File: config.mk
export PLATFORM = sky130hd
export DESIGN_NAME = lfsr_div13
export DESIGN_NICKNAME = d
export VERILOG_FILES = /design/src/rtl/lfsr_div_pkg.sv /design/src/rtl/lfsr_div_next.sv /design/src/rtl/lfsr_div_match.sv /design/src/rtl/lfsr_div13.sv
export SDC_FILE = /design/constraint.sdc
export NUM_CORES = 1
export LEC_CHECK = 0
export BUFFER_PORTS_ARGS = -buffer_cell sky130_fd_sc_hd__buf_2
export CORE_AREA = 2 2 39 41
export DETAILED_ROUTE_END_ITERATION = 6
export DIE_AREA = 0 0 41 43
export GPL_ROUTABILITY_DRIVEN = 0
export SLEW_MARGIN = 10
export SYNTH_ARGS = -nofsm -noshare
export SYNTH_HDL_FRONTEND = slang
export SYNTH_HIERARCHICAL = 1
export SYNTH_SLANG_ARGS = --single-unit
File: constraint.sdc
create_clock -name clk -period 0.93 [get_ports clk]
set_clock_uncertainty 0.05 [all_clocks]
set_input_delay 0 -clock clk [delete_from_list [all_inputs] [get_ports clk]]
set_output_delay 0 -clock clk [all_outputs]
set_load 0.1 [all_outputs]
File: src/rtl/lfsr_div_pkg.sv
package lfsr_div_pkg;

  localparam int unsigned LFSR_MAX_W = 16;

  // One step of an XNOR-feedback Galois register held in the low w bits.
  function automatic logic [LFSR_MAX_W-1:0] lfsr_step(
    input logic [LFSR_MAX_W-1:0] state,
    input logic [LFSR_MAX_W-1:0] taps,
    input int unsigned           w
  );
    logic [LFSR_MAX_W-1:0] nxt;
    logic                  fb;
    fb     = state[w-1];
    nxt    = '0;
    nxt[0] = fb;
    for (int i = 1; i < LFSR_MAX_W; i++) begin
      if (i < w) begin
        nxt[i] = taps[i] ? ~(state[i-1] ^ fb) : state[i-1];
      end
    end
    return nxt;
  endfunction

  // State reached after 'steps' steps from 'seed'.
  function automatic logic [LFSR_MAX_W-1:0] lfsr_advance(
    input logic [LFSR_MAX_W-1:0] seed,
    input logic [LFSR_MAX_W-1:0] taps,
    input int unsigned           w,
    input int unsigned           steps
  );
    logic [LFSR_MAX_W-1:0] s;
    s = seed;
    for (int unsigned k = 0; k < steps; k++) begin
      s = lfsr_step(s, taps, w);
    end
    return s;
  endfunction

endpackage

File: src/rtl/lfsr_div_next.sv
module lfsr_div_next #(
  parameter int unsigned        WIDTH = 4,
  parameter logic [WIDTH-1:0]   TAPS  = 4'b0010
) (
  input  logic [WIDTH-1:0] cur,
  output logic [WIDTH-1:0] nxt
);

  logic fb;
  assign fb     = cur[WIDTH-1];
  assign nxt[0] = fb;

  for (genvar gi = 1; gi < WIDTH; gi++) begin : g_bit
    if (TAPS[gi]) begin : g_tap
      assign nxt[gi] = ~(cur[gi-1] ^ fb);
    end else begin : g_pass
      assign nxt[gi] = cur[gi-1];
    end
  end

endmodule

File: src/rtl/lfsr_div_match.sv
module lfsr_div_match #(
  parameter int unsigned      WIDTH = 4,
  parameter logic [WIDTH-1:0] MATCH = '0
) (
  input  logic [WIDTH-1:0] cur,
  output logic             hit
);

  assign hit = (cur == MATCH);

endmodule

File: src/rtl/lfsr_div13.sv
module lfsr_div13 #(
  parameter int unsigned      WIDTH = 4,
  parameter logic [WIDTH-1:0] TAPS  = 4'b0010,
  parameter logic [WIDTH-1:0] START = 4'b0000,
  parameter int unsigned      DIV   = 13
) (
  input  logic clk,
  input  logic rst,
  output logic pulse_o
);
  import lfsr_div_pkg::*;

  localparam logic [LFSR_MAX_W-1:0] END_WIDE =
    lfsr_advance(LFSR_MAX_W'(START), LFSR_MAX_W'(TAPS), WIDTH, DIV - 1);
  localparam logic [WIDTH-1:0] END_STATE = END_WIDE[WIDTH-1:0];

  logic [WIDTH-1:0] cnt_q;
  logic [WIDTH-1:0] cnt_nxt;
  logic             hit;

  lfsr_div_next #(
    .WIDTH (WIDTH),
    .TAPS  (TAPS)
  ) u_next (
    .cur (cnt_q),
    .nxt (cnt_nxt)
  );

  lfsr_div_match #(
    .WIDTH (WIDTH),
    .MATCH (END_STATE)
  ) u_match (
    .cur (cnt_q),
    .hit (hit)
  );

  always_ff @(posedge clk) begin
    if (rst) begin
      cnt_q   <= START;
      pulse_o <= 1'b0;
    end else if (hit) begin
      cnt_q   <= START;
      pulse_o <= 1'b1;
    end else begin
      cnt_q   <= cnt_nxt;
      pulse_o <= 1'b0;
    end
  end

endmodule

==> run summary, run 1 <==
=================================================================================
Result of the run                                                    finished with violations
Violations in the final reports                                      negative setup slack
HP Class                                                             flop to flop
PwrDens                                                              1840 nW/um^2
Count of cell types in the netlist                                              6
Top-area cell type share of the netlist area                                55.6%
Total wire length                                                     359 microns
Relative slew slack                                                         89.2%
Number of enable flip-flop cells after synthesis                                0
Overflow after GRT                                                              0
Io pins                                                                         3
Source-to-sink clock delay at the later pin of the worst-skew pair        0.24 ns
Unrepaired setup endpoints after global routing                              true
Via count of the first global-routing pass                                    145
Timing endpoint of the critical path                                      pulse_o
Largest voltage drop on the vdd net                                        695 uV
Total routing usage reported by global routing                              5.63%
Cell accounting for the most synthesized area                             dfxtp_1
Syn_area_per_cell                                                      12.0 sq um
Clock Tree Root                                                          clkbuf_4
Area grow syn2layout                                                        54.9%
Number of max-capacitance violations reported                                   0
Endpoints failing hold                                                          0
Drt via density                                                              3.47
R2R cell count                                                                  2
Critical path launch point type                                              flop
Most used standard cells in the synthesized netlist                  dfxtp_1, nor3b_1, buf_4
Share of synthesized area occupied by flip-flops and latches                55.6%
Share of the cycle needed by the critical path after routing                 101%
Worst setup path class                                               flop to flop
Crit path time final                                                     0.943 ns
Via count of the routed design                                                125
Worst setup slack before clock tree synthesis                          -0.0662 ns
Chip height                                                            43 microns
Register-to-register setup slack                                         -0.01 ns
Leakage power                                                            0.102 nW
Slew at the pin with the worst max-slew slack                            0.161 ns
Largest cells by area after synthesis                                dfxtp_1, nor3b_1, buf_4
Depth of the CTS H-tree                                                         1
Worst-path cell chain                                                and4bb_4, nor2b_4
Data required time at the worst endpoint                                  1.06 ns
Minimum setup slack in the final design                                -0.0130 ns
Max Fanout on Critical Path                                                     5
Fraction of layout cells with a size suffix above 1                         65.0%
CP Data Arrival Time                                                      1.07 ns
Number of antenna-violating nets in the routed design                           0
Maximum number of pins on one net before global-route repair                    6
Final core utilization                                                      20.2%
Origin of the worst setup path                                           cnt_q[1]
Post-synthesis net count                                                       17
Violation count after the first detailed-routing iteration                      0
Critical Path Max Stage Delay                                             0.38 ns
Die area                                                               1760 sq um
Ys async rst share                                                             0%
PortBufs                                                                        2
Most frequent cell after synthesis                                        dfxtp_1
Number of antenna cells inserted                                                0
Total iterations of the first detailed-routing run                              1
# rows                                                                         14
Number of antenna violations at the first check in global routing               0
Setup violation total in the final timing report                                1
Count of clock tree sinks                                                       5
Slowest-stage cell, CP                                                   and4bb_4
Longest Clk Path Bufs                                                           2
Residual DRC count                                                              0
Most used flip-flop cell after synthesis                                  dfxtp_1
R2R Path End                                                              pulse_o
Die extent in x                                                        41 microns
Synth Warn #                                                                    6
Initial cell density of the core                                            13.0%
Setup fix buffers added after clock tree synthesis                              0
Final-stage net count                                                          23
Register bit count reported by yosys                                            5
Critical path endpoint category                                              flop
Global-route wire length before repair                                552 microns
CTS tree                                                                     done
Total CTS buffers                                                               3
Clk slew on worst S/H paths                                               0.04 ns
Fmax                                                                     1060 MHz
WL/cell                                                              9.97 microns
Critical R2R Launch                                                      cnt_q[1]
Post-synthesis instance total                                                  15
Number of max-slew violations in the final report                               0
Core area                                                              1380 sq um
Sum of internal, switching and leakage power                             0.515 mW
Cell area after synthesis                                               180 sq um
Final sum of negative setup slack                                      -0.0130 ns
=================================================================================
[state kept, by name (all words and copies together) (netlist names)]
signal,count
pulse_o,1
cnt_q,4
[critical path: cells and delay by family, from the launching register on]
family | cells | cell delay, ns
DFF | 1 | 0.30
and+or+nand+nor | 2 | 0.53
[metal layers]
metal	wire [microns]	vias up	GRT usage, %
met5	0	-	0
met4	24	0	8.00
met3	28	4	3.66
met2	225	5	8.75
met1	81	58	2.91
li1	-	58	-
[cell usage in the layout (no fill, tap or decap)]
cell / n
nor3b_2: 4
buf_4: 1
and4bb_4: 1
dfxtp_2: 1
buf_2: 1
dlygate4sd3_1: 1
clkbuf_4: 3
clkbuf_1: 1
dfxtp_1: 4
nor2b_4: 1
buf_12: 1
xnor2_1: 1
[power by group]
| part | total (mW) | internal (mW) | switching, mW |
|---|---|---|---|
| combinational | 0.0329 | 0.0200 | 0.0129 |
| clock | 0.252 | 0.162 | 0.0900 |
| sequential | 0.229 | 0.225 | 0.00453 |
[how the worst min path moves through the flow]
stage | start | endpoint | slack, ns | depth (start not counted)
after floorplan | rst | pulse_o | 0.01 | 1
after global placement | rst | pulse_o | 0.15 | 2
after detailed placement | rst | pulse_o | 0.18 | 2
after CTS | cnt_q[1] | cnt_q[2] | 0.44 | 1
after global routing | cnt_q[1] | cnt_q[2] | 0.47 | 1
final | cnt_q[1] | cnt_q[2] | 0.45 | 1
[through the flow]
step	instances	hold WS, ns	cell area, sq um
floorplan	15	0.0142	181
global placement	31	0.151	211
detailed placement	31	0.182	211
CTS	36	0.442	258
global route	36	0.467	279
finish	36	0.449	279
[repair_timing]
| action | 4_1_cts | 5_1_grt |
|---|---|---|
| resized for setup | 2 | 4 |
| setup endpoints to repair | 4 | 5 |
| pin swaps | 0 | 4 |
| hold buffers | 1 | 0 |
| hold endpoints to repair | 5 | 0 |
[cell families (layout without fill, tap and decap cells)]
family        Yosys count  after routing  share of synthesized area (%)
simple gates            6              6                           27.1
xor+xnor                1              1                           4.86
flops                   5              5                           55.6
buf+inv                 3              8                           12.5
[layout make-up]
cell class	instances	area [sq um]
timing repair buffer	4	42.5
fill	149	1100
sequential	5	101
multi-input combinational	7	88.8
tap	16	20.0
clock buffer	4	26.3
(Power assumes the default switching activity.)
==> run 2: changes to the inputs <==
Settings changed: BUFFER_PORTS_ARGS -buffer_cell sky130_fd_sc_hd__buf_2 to default, DONT_BUFFER_PORTS from default to 1, PLACE_DENSITY_LB_ADDON from default to 0.2.
==> run summary, run 2 (synthesized netlist as in run 1, its figures left out) <==
=================================================================================
Minimum setup slack in the final design                                0.00570 ns   was -0.0130 ns
Total iterations of the first detailed-routing run                              2   was 1
Largest registers in the final layout                                cnt_q: 4 flops, pulse_o: 1 flops   unchanged
Io pins                                                                         3   unchanged
WL/cell                                                              8.03 microns   was 9.97 microns
Maximum number of pins on one net before global-route repair                    6   unchanged
Endpoints failing hold                                                          0   unchanged
Global-route wire length before repair                                448 microns   was 552 microns
Depth of the CTS H-tree                                                         1   unchanged
Count of clock tree sinks                                                       5   unchanged
Slew at the pin with the worst max-slew slack                            0.254 ns   was 0.161 ns
Worst setup path class                                               flop to flop   unchanged
Number of buffer and inverter instances along the worst setup path              0   unchanged
Number of non-filler instances in the completed layout                         35   was 36
Clock Tree Root                                                          clkbuf_4   unchanged
HP Class                                                             flop to flop   unchanged
Via count of the first global-routing pass                                    106   was 145
Crit path time final                                                     0.924 ns   was 0.943 ns
CP Data Arrival Time                                                      1.04 ns   was 1.07 ns
Largest register FFs                                                            4   unchanged
Relative slew slack                                                         83.0%   was 89.2%
Result of the run                                                    finished, final reports clean   was finished with violations
Total routing usage reported by global routing                              4.92%   was 5.63%
Die extent in x                                                        41 microns   unchanged
Worst setup slack before clock tree synthesis                           0.0267 ns   was -0.0662 ns
CTS tree                                                                     done   unchanged
Longest Clk Path Bufs                                                           2   unchanged
Filler cells                                                                  151   was 149
Sum of internal, switching and leakage power                             0.501 mW   was 0.515 mW
Initial cell density of the core                                            13.0%   unchanged
# rows                                                                         14   unchanged
Number of max-capacitance violations reported                                   0   unchanged
Setup violation total in the final timing report                                0   was 1
Die area                                                               1760 sq um   unchanged
Fraction of layout cells with a size suffix above 1                         57.9%   was 65.0%
PwrDens                                                              1930 nW/um^2   was 1840 nW/um^2
Core area                                                              1380 sq um   unchanged
PortBufs                                                                        0   was 2
Drt via density                                                              3.34   was 3.47
Fmax                                                                     1080 MHz   was 1060 MHz
Share of the cycle needed by the critical path after routing                99.4%   was 101%
Critical path launch point type                                              flop   unchanged
Placed cells                                                                   30   was 31
Number of antenna violations at the first check in global routing               0   unchanged
Residual DRC count                                                              0   unchanged
Area grow syn2layout                                                        43.7%   was 54.9%
Violation count after the first detailed-routing iteration                      4   was 0
Setup fix buffers added after clock tree synthesis                              0   unchanged
Leakage power                                                           0.0955 nW   was 0.102 nW
Data required time at the worst endpoint                                  1.05 ns   was 1.06 ns
Slowest-stage cell, CP                                                   and4bb_2   was and4bb_4
Leading cell types in the layout, fill and taps excluded             nor3b_2, clkbuf_4, dfxtp_1   was nor3b_2, dfxtp_1, clkbuf_4
Source-to-sink clock delay at the later pin of the worst-skew pair        0.24 ns   about the same
Register with the most flip-flops                                           cnt_q   unchanged
Overflow after GRT                                                              0   unchanged
Unrepaired setup endpoints after global routing                              true   unchanged
Cell type group with the largest total delay on the critical path    simple AND/OR/NAND/NOR gates   unchanged
Total CTS buffers                                                               3   unchanged
Via count of the routed design                                                117   was 125
Critical Path Max Stage Delay                                             0.37 ns   was 0.38 ns
Chip height                                                            43 microns   unchanged
Max Fanout on Critical Path                                                     5   unchanged
Number of max-slew violations in the final report                               0   unchanged
Total wire length                                                     281 microns   was 359 microns
Critical path endpoint category                                              flop   unchanged
Number of antenna cells inserted                                                0   unchanged
Number of antenna-violating nets in the routed design                           0   unchanged
Final-stage net count                                                          22   was 23
Worst-path cell chain                                                and4bb_2, nor2b_1   was and4bb_4, nor2b_4
Clk slew on worst S/H paths                                               0.04 ns   about the same
Multi-input combinational cell area                                    72.6 sq um   was 88.8 sq um
Largest voltage drop on the vdd net                                        847 uV   was 695 uV
Register area                                                           103 sq um   was 101 sq um
=================================================================================
## run 2: changes by cell type in the layout (fill, tap and decap cells not counted)
cell and delta:
and4bb_2 +1, and4bb_4 -1, buf_2 -1, dfxtp_1 -1
dfxtp_2 +1, nor2b_1 +1, nor2b_4 -1, nor3b_1 +1
nor3b_2 -1
## run 2: repair_timing
| action | 4_1_cts | 5_1_grt |
|---|---|---|
| gates resized for setup | 0 | 4 |
| endpoints found under the setup margin | 0 | 5 |
| hold buffers | 1 | 0 |
| endpoints found under the hold margin | 5 | 0 |
## run 2: final timing paths
| check | startpoint | end | slack, ns | cells past startpoint |
|---|---|---|---|---|
| worst max-delay path | cnt_q[3] | pulse_o | 0.006 | 2 |
| worst min-delay path | cnt_q[2] | cnt_q[3] | 0.42 | 1 |
| worst max register to register | cnt_q[3] | pulse_o | 0.006 | 2 |
| worst min register to register | cnt_q[2] | cnt_q[3] | 0.42 | 1 |
## run 2: final cells by class
type / instances / share of cell area (%)
clock buffers: 4 / 10.1
multi-input cells: 7 / 28.0
flip-flops and latches: 5 / 39.6
well taps: 16 / 7.73
repair buffers: 3 / 14.5
## run 2: through the flow
stage	hold slack (ns)	cell area (sq um)	utilization [%]	setup TNS, ns
2_1_floorplan	0.0142	181	-	0
3_3_place_gp	0.0177	206	14.9	0
3_5_place_dp	0.0183	206	14.9	0
4_1_cts	0.425	243	17.5	0
5_1_grt	0.434	259	18.7	-0.0930
6_report	0.423	259	18.7	0
## run 2: power breakdown
| group | internal [mW] | switching, mW | total (mW) | leakage [nW] |
|---|---|---|---|---|
| combinational | 0.0167 | 0.00954 | 0.0262 | 0.0385 |
| clock | 0.162 | 0.0837 | 0.246 | 0.0150 |
| sequential | 0.225 | 0.00396 | 0.229 | 0.0421 |
## run 2: routing by layer
metal / track usage [%] / wire [microns]
met5: 0 / 0
met4: 2.00 / 0
met3: 9.95 / 48
met2: 3.75 / 125
met1: 4.82 / 107
